===== config.mk =====
export PLATFORM = sky130hd
export DESIGN_NAME = uart_txhold_ctl
export DESIGN_NICKNAME = d
export VERILOG_FILES = /design/src/rtl/txh_pkg.sv /design/src/rtl/txh_rst_sync.sv /design/src/rtl/txh_hold_reg.sv /design/src/rtl/txh_busy_track.sv /design/src/rtl/txh_flags.sv /design/src/rtl/uart_txhold_ctl.sv
export SDC_FILE = /design/constraint.sdc
export NUM_CORES = 1
export LEC_CHECK = 0
export ABC_AREA = 1
export BUFFER_PORTS_ARGS = -buffer_cell sky130_fd_sc_hd__buf_2
export CAP_MARGIN = 20
export CORE_MARGIN = 3
export CORE_UTILIZATION = 53
export DETAILED_ROUTE_END_ITERATION = 7
export PLACE_DENSITY = 0.8
export SLEW_MARGIN = 10
export SYNTH_ARGS = -nofsm -noshare
export SYNTH_HDL_FRONTEND = slang
export SYNTH_SLANG_ARGS = --single-unit

===== constraint.sdc =====
create_clock -name clk -period 1.6 [get_ports clk]
set_clock_uncertainty 0.05 [all_clocks]
set_input_delay 0.24 -clock clk [delete_from_list [all_inputs] [get_ports clk]]
set_output_delay 0.24 -clock clk [all_outputs]
set_load 0.005 [all_outputs]

===== src/rtl/txh_pkg.sv =====
package txh_pkg;
  parameter int TXH_DW          = 8;
  parameter int TXH_SYNC_STAGES = 2;

  typedef struct packed {
    logic ready;
    logic empty;
  } txh_flags_t;
endpackage


===== src/rtl/txh_rst_sync.sv =====
module txh_rst_sync #(
  parameter int STAGES = 2
) (
  input  logic clk,
  input  logic rst_n,
  output logic rst_n_sync
);
  localparam int LAST = STAGES - 1;

  logic [LAST:0] chain_q;
  logic [LAST:0] chain_d;

  generate
    if (STAGES == 1) begin : g_single
      always_comb chain_d = 1'b1;
    end else begin : g_multi
      always_comb chain_d = {chain_q[LAST-1:0], 1'b1};
    end
  endgenerate

  always_ff @(posedge clk or negedge rst_n) begin
    if (!rst_n) chain_q <= '0;
    else        chain_q <= chain_d;
  end

  assign rst_n_sync = chain_q[LAST];
endmodule


===== src/rtl/txh_hold_reg.sv =====
module txh_hold_reg #(
  parameter int DW = 8
) (
  input  logic          clk,
  input  logic          rst_n,
  input  logic          wr_en,
  input  logic [DW-1:0] wr_data,
  input  logic          tx_enable,
  input  logic          shifter_busy,
  output logic          hold_valid_nxt,
  output logic          load_fire,
  output logic          load_pulse,
  output logic [DW-1:0] load_data
);
  logic          hold_valid_q;
  logic [DW-1:0] hold_data_q;
  logic          wr_accept;
  logic          load_pulse_d;

  // next-state
  always_comb begin
    wr_accept    = wr_en & tx_enable;
    load_fire    = tx_enable & hold_valid_q & ~shifter_busy;
    load_pulse_d = load_fire;
    if (wr_accept)       hold_valid_nxt = 1'b1;
    else if (!tx_enable) hold_valid_nxt = 1'b0;
    else                 hold_valid_nxt = hold_valid_q & ~load_fire;
  end

  // registers
  always_ff @(posedge clk or negedge rst_n) begin
    if (!rst_n) begin
      hold_valid_q <= 1'b0;
      load_pulse   <= 1'b0;
    end else begin
      hold_valid_q <= hold_valid_nxt;
      load_pulse   <= load_pulse_d;
    end
  end

  always_ff @(posedge clk or negedge rst_n) begin
    if (!rst_n) begin
      hold_data_q <= '0;
    end else if (wr_accept) begin
      hold_data_q <= wr_data;
    end
  end

  always_ff @(posedge clk or negedge rst_n) begin
    if (!rst_n) begin
      load_data <= '0;
    end else if (load_fire) begin
      load_data <= hold_data_q;
    end
  end

  p_load_single_r4: assert property (@(posedge clk) disable iff (!rst_n)
    load_pulse |=> !load_pulse);
  p_no_load_disabled_r7: assert property (@(posedge clk) disable iff (!rst_n)
    !tx_enable |-> !load_fire);
  p_load_after_fire_r4: assert property (@(posedge clk) disable iff (!rst_n)
    load_fire |=> load_pulse);
endmodule


===== src/rtl/txh_busy_track.sv =====
module txh_busy_track (
  input  logic clk,
  input  logic rst_n,
  input  logic load_fire,
  input  logic shift_done,
  output logic shifter_busy,
  output logic shift_end
);
  logic busy_d;

  always_comb begin
    if (load_fire)       busy_d = 1'b1;
    else if (shift_done) busy_d = 1'b0;
    else                 busy_d = shifter_busy;
    shift_end = shift_done & shifter_busy;
  end

  always_ff @(posedge clk or negedge rst_n) begin
    if (!rst_n) shifter_busy <= 1'b0;
    else        shifter_busy <= busy_d;
  end

  p_no_load_busy_r10: assert property (@(posedge clk) disable iff (!rst_n)
    shifter_busy |-> !load_fire);
endmodule


===== src/rtl/txh_flags.sv =====
module txh_flags
  import txh_pkg::*;
(
  input  logic       clk,
  input  logic       rst_n,
  input  logic       tx_enable,
  input  logic       wr_en,
  input  logic       hold_valid_nxt,
  input  logic       shift_end,
  output txh_flags_t flags
);
  txh_flags_t flags_d;
  logic       wr_accept;

  always_comb begin
    wr_accept     = wr_en & tx_enable;
    flags_d.ready = tx_enable & ~hold_valid_nxt;
    if (!tx_enable || wr_accept)          flags_d.empty = 1'b0;
    else if (shift_end && !hold_valid_nxt) flags_d.empty = 1'b1;
    else                                   flags_d.empty = flags.empty;
  end

  always_ff @(posedge clk or negedge rst_n) begin
    if (!rst_n) flags <= '0;
    else        flags <= flags_d;
  end

  p_disable_clears_r3: assert property (@(posedge clk) disable iff (!rst_n)
    !tx_enable |=> (!flags.ready && !flags.empty));
  p_write_clears_empty_r6: assert property (@(posedge clk) disable iff (!rst_n)
    (wr_en && tx_enable) |=> !flags.empty);
  p_empty_implies_ready_r5: assert property (@(posedge clk) disable iff (!rst_n)
    flags.empty |-> flags.ready);
endmodule


===== src/rtl/uart_txhold_ctl.sv =====
module uart_txhold_ctl
  import txh_pkg::*;
#(
  parameter int DATA_W      = TXH_DW,
  parameter int SYNC_STAGES = TXH_SYNC_STAGES
) (
  input  logic              clk,
  input  logic              rst_n,
  input  logic              wr_en,
  input  logic [DATA_W-1:0] wr_data,
  input  logic              tx_enable,
  input  logic              shift_done,
  output logic              load_pulse,
  output logic [DATA_W-1:0] load_data,
  output logic              tx_ready,
  output logic              tx_empty
);
  logic       rst_n_int;
  logic       hold_valid_nxt;
  logic       load_fire;
  logic       shifter_busy;
  logic       shift_end;
  txh_flags_t flags;

  txh_rst_sync #(.STAGES(SYNC_STAGES)) u_rst_sync (
    .clk        (clk),
    .rst_n      (rst_n),
    .rst_n_sync (rst_n_int)
  );

  txh_hold_reg #(.DW(DATA_W)) u_hold (
    .clk            (clk),
    .rst_n          (rst_n_int),
    .wr_en          (wr_en),
    .wr_data        (wr_data),
    .tx_enable      (tx_enable),
    .shifter_busy   (shifter_busy),
    .hold_valid_nxt (hold_valid_nxt),
    .load_fire      (load_fire),
    .load_pulse     (load_pulse),
    .load_data      (load_data)
  );

  txh_busy_track u_busy (
    .clk          (clk),
    .rst_n        (rst_n_int),
    .load_fire    (load_fire),
    .shift_done   (shift_done),
    .shifter_busy (shifter_busy),
    .shift_end    (shift_end)
  );

  txh_flags u_flags (
    .clk            (clk),
    .rst_n          (rst_n_int),
    .tx_enable      (tx_enable),
    .wr_en          (wr_en),
    .hold_valid_nxt (hold_valid_nxt),
    .shift_end      (shift_end),
    .flags          (flags)
  );

  assign tx_ready = flags.ready;
  assign tx_empty = flags.empty;

  p_ready_load_r2: assert property (@(posedge clk) disable iff (!rst_n_int)
    load_pulse |-> tx_ready || $past(wr_en));
endmodule


==> flow_metrics.py, run 1 <==
metrics = {
    "clock_network": {
        "clockRootBuffer": "clkbuf_4",
        "clk_latency_ns": 0.30,
        "cts.path.max_buffers": 2,
        "ctsResizeCount": 0,
        "clkTransAtPathRegs_ns": 0.12,
        "clkSinkCount": 23,
        "cts_tree": "built",
        "h-tree-depth": 1,
        "cts_buffers": 3,
    },
    "routing": {
        "routed_wl_microns": 1450,
        "drtIter0Drc": 6,
        "ant_nets": 0,
        "drt_drc_violations_left": 0,
        "drt_first_pass_iters": 4,
        "vias": 601,
        "viasPerCell": 4.73,
        "routedWlPerCell_microns": 11.4,
    },
    "worst_setup_path": {
        "reg2regPathDepth": 5,
        "path_max_fanout": 2,
        "slowest_stage": "dfrtp_1",
        "timing.rr.end": "u_hold.load_data[6]",
        "cp.arrival_ns": 0.84,
        "critPathTopFamily": "flip-flops",
        "worstSetupEndpointType": "output pin",
        "worstSetupStartpointType": "flop",
        "r2r_slack_ns": 0.50,
        "slowest_delay_ns": 0.41,
        "crit_start": "u_hold.load_data[3]",
        "criticalPathCategory": "flop to output pin",
        "reg2reg_from": "u_busy.shifter_busy",
        "critical_path.cell_chain": "buf_2",
        "critical_path_cell_count": 1,
        "critPathRequiredTime_ns": 1.31,
        "crit_end": "load_data[3]",
        "critPathBufInv": 1,
    },
    "min_path": {
        "hp-class": "flop to async pin",
    },
    "synth": {
        "synth_area_leaders": "dfrtp_1, nand2_1, a21oi_2",
        "synth_top_cell_area_share_pct": 62.3,
        "synth_area_sq_um": 923,
        "synth_nets": 98,
        "yosysWarningCount": 0,
        "ys_seq_area_share_pct": 62.3,
        "synthDistinctLibCells": 14,
        "syn_avg_cell_area_sq_um": 10.9,
        "yosysTopAreaCell": "dfrtp_1",
        "synthesis.instances": 85,
        "ys_ff_latch": 23,
    },
    "cells_and_area": {
        "layoutNonFillerInstCount": 127,
        "nets": 125,
        "final_area_sq_mm": 0.00107,
        "drive_gt1_share_pct": 38.7,
        "diodes": 0,
        "fill_cells": 125,
        "areaGrowthSynthToFinish_pct": 15.9,
    },
    "floorplanning": {
        "coreArea_sq_mm": 0.00158,
        "dieArea_sq_mm": 0.00228,
        "rows": 14,
        "die-height_microns": 47.7,
        "ios": 24,
        "die_w_microns": 47.7,
        "initial_utilization_pct": 58.6,
    },
    "global_routing": {
        "antenna_found_initial": 0,
        "grt_pass1_wl_microns": 2360,
        "grt_pass1_vias": 547,
        "overflow": 0,
        "groute.usage.overall_pct": 15.2,
        "grt_max_degree": 18,
    },
    "placement": {
        "post_dp_cell_area_sq_mm": 0.00103,
        "dp_hpwl_microns": 1080,
        "gp_congestion": 0.754,
        "dp_slack_ns": 0.528,
        "dp_cells": 122,
        "port_buffers": 23,
    },
    "run_status": {
        "status": "finished, final reports clean",
    },
    "sta": {
        "fin_ws_ns": 0.468,
        "setup_viol": 0,
        "rsz0062_at_grt": "false",
        "fin_crit_sh_pct": 70.7,
        "fin_crit_ns": 1.13,
        "max_freq_ghz": 0.884,
        "hold_viol": 0,
        "maxSlewViolCount": 0,
        "fin_tns_setup_ns": 0,
    },
    "power_and_ir_drop": {
        "powerDensity_mw_per_mm2": 1130,
        "leakagePower_uw": 0.000597,
        "power_uw": 1200,
        "irDropWorstVdd_mv": 0.763,
    },
    "run": {
        "drv_cap": 0,
    },
}
[kinds of logic (layout without fill, tap and decap cells)]
logic type / count (synthesis) / count (layout) / synth area share [%]
and+or+nand+nor: 32 / 32 / 16.3
DFF: 23 / 23 / 62.3
buffers and inverters: 15 / 41 / 8.54
AOI/OAI and AO/OA: 14 / 14 / 12.5
other: 1 / 1 / 0.406
[where the power goes]
part,total [uW],leakage [uW],switching (uW),internal [uW]
clock network,261,0.0000177,168,93.2
logic,231,0.000301,123,108
registers,712,0.000278,44.2,668
total,1200,0.000597,335,869
[sequential cells by signal, summed over array words and instances (netlist names)]
| signal | cells |
|---|---|
| u_busy.shifter_busy | 1 |
| u_hold.load_data | 8 |
| u_rst_sync.chain_q | 2 |
| u_hold.hold_valid_q | 1 |
| u_hold.hold_data_q | 8 |
| u_hold.load_pulse | 1 |
| u_flags.flags | 2 |
[cells in the final DEF, fill, tap and decap left out, drive strengths merged]
master	Yosys	final
o21ai	7	7
a21oi	7	7
dlygate4sd3	0	1
nor2	6	6
buf	3	24
clkbuf	0	3
nand2	20	20
inv	12	12
dfrtp	23	23
clkinv	0	1
conb	1	1
nand3	6	6
[stage by stage]
stage	hold slack (ns)	util, %
after floorplan	-0.106	-
after global placement	-0.0246	65.5
after detailed placement	-0.0222	65.5
after CTS	0.0657	67.9
after global routing	0.0718	67.9
final	0.0622	67.9
[cell type report]
type                    count  area, sq um  area share, %
clock inverters             1         5.00          0.468
inverters                  12         45.0           4.21
well taps                  16         20.0           1.87
multi-input cells          47          269           25.1
clock buffers               3         22.5           2.11
flip-flops and latches     23          576           53.8
repair buffers             25          133           12.4
[how the worst min path moves through the flow]
stage | from | slack [ns] | cells past startpoint | to
floorplan | rst_n | -0.11 | 0 | u_rst_sync.chain_q[0]
global placement | rst_n | -0.02 | 1 | u_rst_sync.chain_q[0]
detailed placement | rst_n | -0.02 | 1 | u_rst_sync.chain_q[1]
CTS | u_rst_sync.chain_q[1] | 0.07 | 0 | u_hold.load_data[3]
global route | shift_done | 0.07 | 2 | u_busy.shifter_busy
finish | u_rst_sync.chain_q[1] | 0.06 | 0 | u_hold.load_data[3]
[timing repair]
action                    CTS  global route
setup buffers               0             0
hold buffers                1             0
hold endpoints to repair    2             0
[synth_stat cells (all sizes together)]
master and n:
a21oi 7, inv 12, nor2 6, nand2 20, dfrtp 23, conb 1, o21ai 7, buf 3
nand3 6
[per-layer routing]
metal,GRT usage (%),up-vias,wire length [microns]
li1,-,317,-
met1,19.0,268,670
met2,23.5,14,693
met3,3.38,2,66
met4,9.68,0,19
met5,0,-,0
Note: power is estimated with default switching activity, not from simulation.
==> run 2, diff against run 1 <==
- CORE_UTILIZATION: 53 -> 50
- PLACE_DENSITY: 0.8 -> 0.76
- clock period: 1.6 -> 1.2 ns (I/O delays scaled with it)
==> run 2 against run 1 <==
Hold slack worse by 0.033 ns. Count of clock-buffer cells in the layout up 1. First-iteration DRC count up 100%. Via count up 6.2%. Clock power up 29%. Critical path type is now flop to flop. Utilization unchanged. Register-to-register slack worse by 0.41 ns. Worst setup slack worse by 0.38 ns. Highest routed layer unchanged. Non-clock buffer count up 2. Power up 33%. Final area up 2.2%.
==> flow_metrics.py, run 2 (same netlist as run 1, synthesis figures left out) <==
metrics = {
    "power_and_ir_drop": {
        "leakagePower_uw": 0.000603,
        "irDropWorstVdd_mv": 0.888,
        "powerDensity_mw_per_mm2": 1460,
        "power_uw": 1600,
    },
    "sta": {
        "setup_viol": 0,
        "rsz0062_at_grt": "false",
        "fin_crit_ns": 1.11,
        "fin_ws_ns": 0.0866,
        "maxSlewViolCount": 0,
        "max_freq_ghz": 0.898,
        "fin_crit_sh_pct": 92.8,
        "fin_tns_setup_ns": 0,
        "hold_viol": 0,
    },
    "worst_setup_path": {
        "r2r_slack_ns": 0.09,
        "crit_start": "u_busy.shifter_busy",
        "reg2reg_from": "u_busy.shifter_busy",
        "criticalPathCategory": "flop to flop",
        "worstSetupStartpointType": "flop",
        "cp.arrival_ns": 1.31,
        "reg2regPathDepth": 4,
        "path_max_fanout": 16,
        "worstSetupEndpointType": "flop",
        "critPathRequiredTime_ns": 1.39,
        "timing.rr.end": "u_hold.load_data[7]",
    },
    "floorplanning": {
        "initial_utilization_pct": 57.3,
        "rows": 14,
        "coreArea_sq_mm": 0.00161,
        "die_w_microns": 49.0,
        "die-height_microns": 49.0,
        "dieArea_sq_mm": 0.00240,
        "ios": 24,
    },
    "cells_and_area": {
        "largestRegisters": "u_hold.hold_data_q: 8 flops, u_hold.load_data: 8 flops",
        "areaGrowthSynthToFinish_pct": 18.4,
        "final_cell_mix": "buf_2, dfrtp_1, nand2_1",
        "multiInputGateArea_sq_um": 269,
        "diodes": 0,
        "fill_cells": 146,
        "seq_area_sq_um": 576,
        "layoutNonFillerInstCount": 137,
        "nets": 127,
        "drive_gt1_share_pct": 38.9,
    },
    "clock_network": {
        "h-tree-depth": 1,
        "clkTransAtPathRegs_ns": 0.12,
        "clk_latency_ns": 0.30,
        "cts_tree": "built",
        "cts_buffers": 3,
        "clkSinkCount": 23,
        "cts.path.max_buffers": 2,
        "clockRootBuffer": "clkbuf_4",
    },
    "global_routing": {
        "grt_max_degree": 18,
        "antenna_found_initial": 0,
        "grt_pass1_wl_microns": 2660,
        "overflow": 0,
        "grt_pass1_vias": 622,
        "groute.usage.overall_pct": 14.7,
    },
    "min_path": {
        "hp-class": "primary input to flop",
        "hold_end": "u_busy.shifter_busy",
        "holdCritStartpoint": "shift_done",
        "hold_depth": 2,
    },
    "routing": {
        "ant_nets": 0,
        "routed_wl_microns": 1470,
        "vias": 638,
        "viasPerCell": 4.66,
        "routedWlPerCell_microns": 10.7,
        "drt_drc_violations_left": 0,
        "drt_first_pass_iters": 5,
        "drtIter0Drc": 12,
    },
    "placement": {
        "dp_cells": 131,
        "gp_congestion": 0.707,
        "dp_hpwl_microns": 1100,
        "dp_slack_ns": 0.128,
        "port_buffers": 23,
    },
    "run": {
        "drv_cap": 0,
    },
    "run_status": {
        "status": "finished, final reports clean",
    },
}
[run 2: changes by cell type in the layout (fill, tap and decap cells not counted)]
cell	previous run	this run
buf_4	1	3
clkbuf_1	0	1
clkinv_2	1	0
[run 2: timing repair]
action | in CTS | in global routing
setup buffers | 0 | 1
hold endpoints to repair | 2 | 0
endpoints found under the setup margin | 0 | 1
gates resized for setup | 0 | 0
hold buffers | 1 | 0
[run 2: worst max-delay path by stage]
stage / end / slack [ns] / cells after the start
6_report: u_hold.load_data[7] / 0.09 / 4
5_1_grt: u_hold.load_data[5] / 0.01 / 5
4_1_cts: u_hold.load_data[6] / 0.09 / 5
3_5_place_dp: u_hold.load_data[6] / 0.13 / 5
3_3_place_gp: u_hold.load_data[5] / 0.18 / 5
2_1_floorplan: u_hold.load_data[7] / 0.23 / 5
[run 2: final cells by class]
cell class	instances	share of cell area (%)
Timing Repair Buffer	27	13.5
Sequential cell	23	52.6
Inverter	12	4.12
Multi-Input combinational cell	47	24.6
Clock buffer	4	2.40
Tap cell	24	2.75
[run 2: stage by stage]
step                cell area (sq um)  utilization (%)  hold slack, ns
floorplan                         923                -          -0.166
detailed placement               1050             65.1         -0.0826
CTS                              1090             67.4          0.0211
finish                           1090             67.9          0.0294
global placement                 1050             65.1         -0.0835
global route                     1090             67.9         0.00942
[run 2: routing by layer]
layer	routed length, microns	vias to the layer above	share of wire [%]	global-route usage (%)
li1	-	323	-	-
met1	632	297	43	18.3
met2	748	14	51	23.1
met3	69	4	4.7	3.67
met4	21	0	1.4	8.53
met5	0	-	0	0
[run 2: where the power goes]
group / leakage (uW) / internal (uW) / switching, uW
clock: 0.0000150 / 129 / 208
combinational: 0.000311 / 148 / 165
sequential: 0.000278 / 891 / 55.4
[run 2: critical path, stage by stage, from the launching register on]
cell and delay, ns:
dfrtp_1 0.41, inv_1 0.11, nand3_4 0.19, buf_4 0.20, o21ai_2 0.09
==> run 3, diff against run 2 <==
- ABC_AREA: 1 -> default
- CORE_UTILIZATION: 50 -> 49
- GPL_ROUTABILITY_DRIVEN: default -> 1
==> run 3 against run 2 <==
The run now ends with negative setup slack left. Clock power grew 1%. Via count is 20% lower. Cell count is 26% lower. Sequential share of layout area rose by 0.24 points. Flip-flop and latch count did not move. Utilization is 1.2 points higher. Hold slack lost 0.013 ns. Wire length decreased by 2.9%. Largest power group unchanged.
==> flow_metrics.py, run 3 <==
metrics = {
    "run_status": {
        "status": "complete, but fails checks",
        "violations": "negative setup slack",
    },
    "clock_network": {
        "clk_latency_ns": 0.30,
        "clkTransAtPathRegs_ns": 0.11,
        "cts.path.max_buffers": 2,
        "clkSinkCount": 23,
        "clockRootBuffer": "clkbuf_4",
        "h-tree-depth": 1,
        "cts_buffers": 3,
        "cts_tree": "built",
    },
    "routing": {
        "ant_nets": 0,
        "routed_wl_microns": 1430,
        "viasPerCell": 4.99,
        "routedWlPerCell_microns": 14.0,
        "drtIter0Drc": 1,
        "drt_drc_violations_left": 0,
        "drt_first_pass_iters": 4,
        "vias": 509,
    },
    "worst_setup_path": {
        "criticalPathCategory": "flop to flop",
        "cp.arrival_ns": 1.41,
        "worstSetupStartpointType": "flop",
        "critPathRequiredTime_ns": 1.35,
        "worstSetupEndpointType": "flop",
        "path_max_fanout": 5,
    },
    "cells_and_area": {
        "drive_gt1_share_pct": 55.8,
        "fill_cells": 116,
        "nets": 100,
        "areaGrowthSynthToFinish_pct": 26.1,
        "final_core_utilization_pct": 69.0,
        "final_cell_mix": "buf_2, dfrtp_1, mux2_2, mux2_4",
        "diodes": 0,
        "largestRegisters": "u_hold.hold_data_q: 8 flops, u_hold.load_data: 8 flops",
    },
    "global_routing": {
        "grt_pass1_vias": 499,
        "use_met2_pct": 24.5,
        "top_usage_layer": "met2",
        "grt_pass1_wl_microns": 2140,
        "groute.usage.overall_pct": 13.9,
        "antenna_found_initial": 0,
        "grt_max_degree": 22,
        "overflow": 0,
        "grtUsageMet1_pct": 15.2,
        "grt_use_met3_pct": 3.76,
    },
    "placement": {
        "port_buffers": 23,
        "gp_congestion": 0.674,
        "dp_slack_ns": 0.0192,
    },
    "synth": {
        "synth_edf_count": 0,
        "synth_area_sq_um": 863,
        "synthDistinctLibCells": 12,
        "synthesis.instances": 53,
        "synth_area_leaders": "dfrtp_1, mux2_4, mux2_2",
        "synth_nets": 66,
        "synthTopCellsByCount": "dfrtp_1, mux2_2, mux2_4",
        "synth_top_cell_area_share_pct": 66.7,
        "syn_avg_cell_area_sq_um": 16.3,
        "yosysMostFrequentCell": "dfrtp_1",
        "synthArstFlopShare_pct": 100,
        "ys_ff_latch": 23,
        "yosysTopAreaCell": "dfrtp_1",
        "synth_flop_cell": "dfrtp_1",
        "ys_seq_area_share_pct": 66.7,
        "yosysWarningCount": 0,
    },
    "sta": {
        "setup_viol": 8,
        "rsz0062_at_grt": "true",
        "hold_viol": 0,
        "max_freq_ghz": 0.790,
        "fin_crit_sh_pct": 106,
        "fin_crit_ns": 1.27,
        "fin_tns_setup_ns": -0.494,
        "maxSlewViolCount": 0,
        "fin_ws_ns": -0.0664,
    },
    "floorplanning": {
        "die-height_microns": 48.0,
        "initial_utilization_pct": 54.8,
        "rows": 14,
        "die_w_microns": 48.0,
        "dieArea_sq_mm": 0.00230,
        "coreArea_sq_mm": 0.00158,
        "ios": 24,
    },
    "power_and_ir_drop": {
        "powerDensity_mw_per_mm2": 1580,
        "leakagePower_uw": 0.000570,
        "irDropWorstVdd_mv": 0.883,
    },
    "min_path": {
        "hp-class": "primary input to flop",
    },
    "run": {
        "drv_cap": 0,
    },
}
[run 3: kinds of logic after synthesis]
family	Yosys count	share of synthesized area, %
compound gates	4	2.32
buf+inv	4	2.61
flops	23	66.7
mux	16	24.3
other cells	1	0.434
simple gates	5	3.62
[run 3: timing repair]
action                                  4_1_cts  5_1_grt
hold buffers                                  1        0
endpoints found under the hold margin         2        0
resized for setup                             0        2
buffers inserted                              0        1
endpoints found under the setup margin        0        8
[run 3: metrics by stage]
step                instance area (sq um)  total power, uW  std cells  hold slack, ns
finish                               1090             1720        102          0.0160
global route                         1090             1820        102          0.0324
CTS                                  1070             1730        101          0.0147
detailed placement                   1040             1390         96         -0.0823
global placement                     1040             1370         96         -0.0853
floorplan                             863             1210         53          -0.166
[run 3: area by class of cell]
cell class / count / area [sq um] / share of cell area [%]
flip-flops and latches: 23 / 576 / 52.9
multi-input cells: 26 / 265 / 24.4
repair buffers: 30 / 190 / 17.5
clock buffers: 4 / 26.3 / 2.41
well taps: 16 / 20.0 / 1.84
inverters: 3 / 11.3 / 1.03
[run 3: critical path, stage by stage (launching register included)]
cell and delay (ns):
dfrtp_1 0.41, nand3b_1 0.23, buf_6 0.18, mux2_4 0.29
[run 3: path summary, 6_finish.rpt]
| kind | start | to | slack (ns) | cells after the start |
|---|---|---|---|---|
| min in group asynchronous | rst_n | u_rst_sync.chain_q[0] | 0.11 | 2 |
| max in group asynchronous | u_rst_sync.chain_q[1] | u_hold.load_data[1] | 0.74 | 1 |
| worst min register to register | u_rst_sync.chain_q[1] | u_hold.load_data[4] | 0.16 | 1 |
| worst max register to register | u_busy.shifter_busy | u_hold.load_data[7] | -0.07 | 3 |
| worst max-delay path | u_busy.shifter_busy | u_hold.load_data[7] | -0.07 | 3 |
| worst min-delay path | shift_done | u_busy.shifter_busy | 0.02 | 2 |
[run 3: metal layers]
metal  share of wire, %  up-vias
met5                  0        -
met4                1.8        0
met3                4.8        2
met2                 53       16
met1                 41      249
li1                   -      242
[run 3: report_power, final]
| group | internal (uW) | switching [uW] |
|---|---|---|
| clock network | 130 | 212 |
| registers | 917 | 71.6 |
| logic | 258 | 126 |
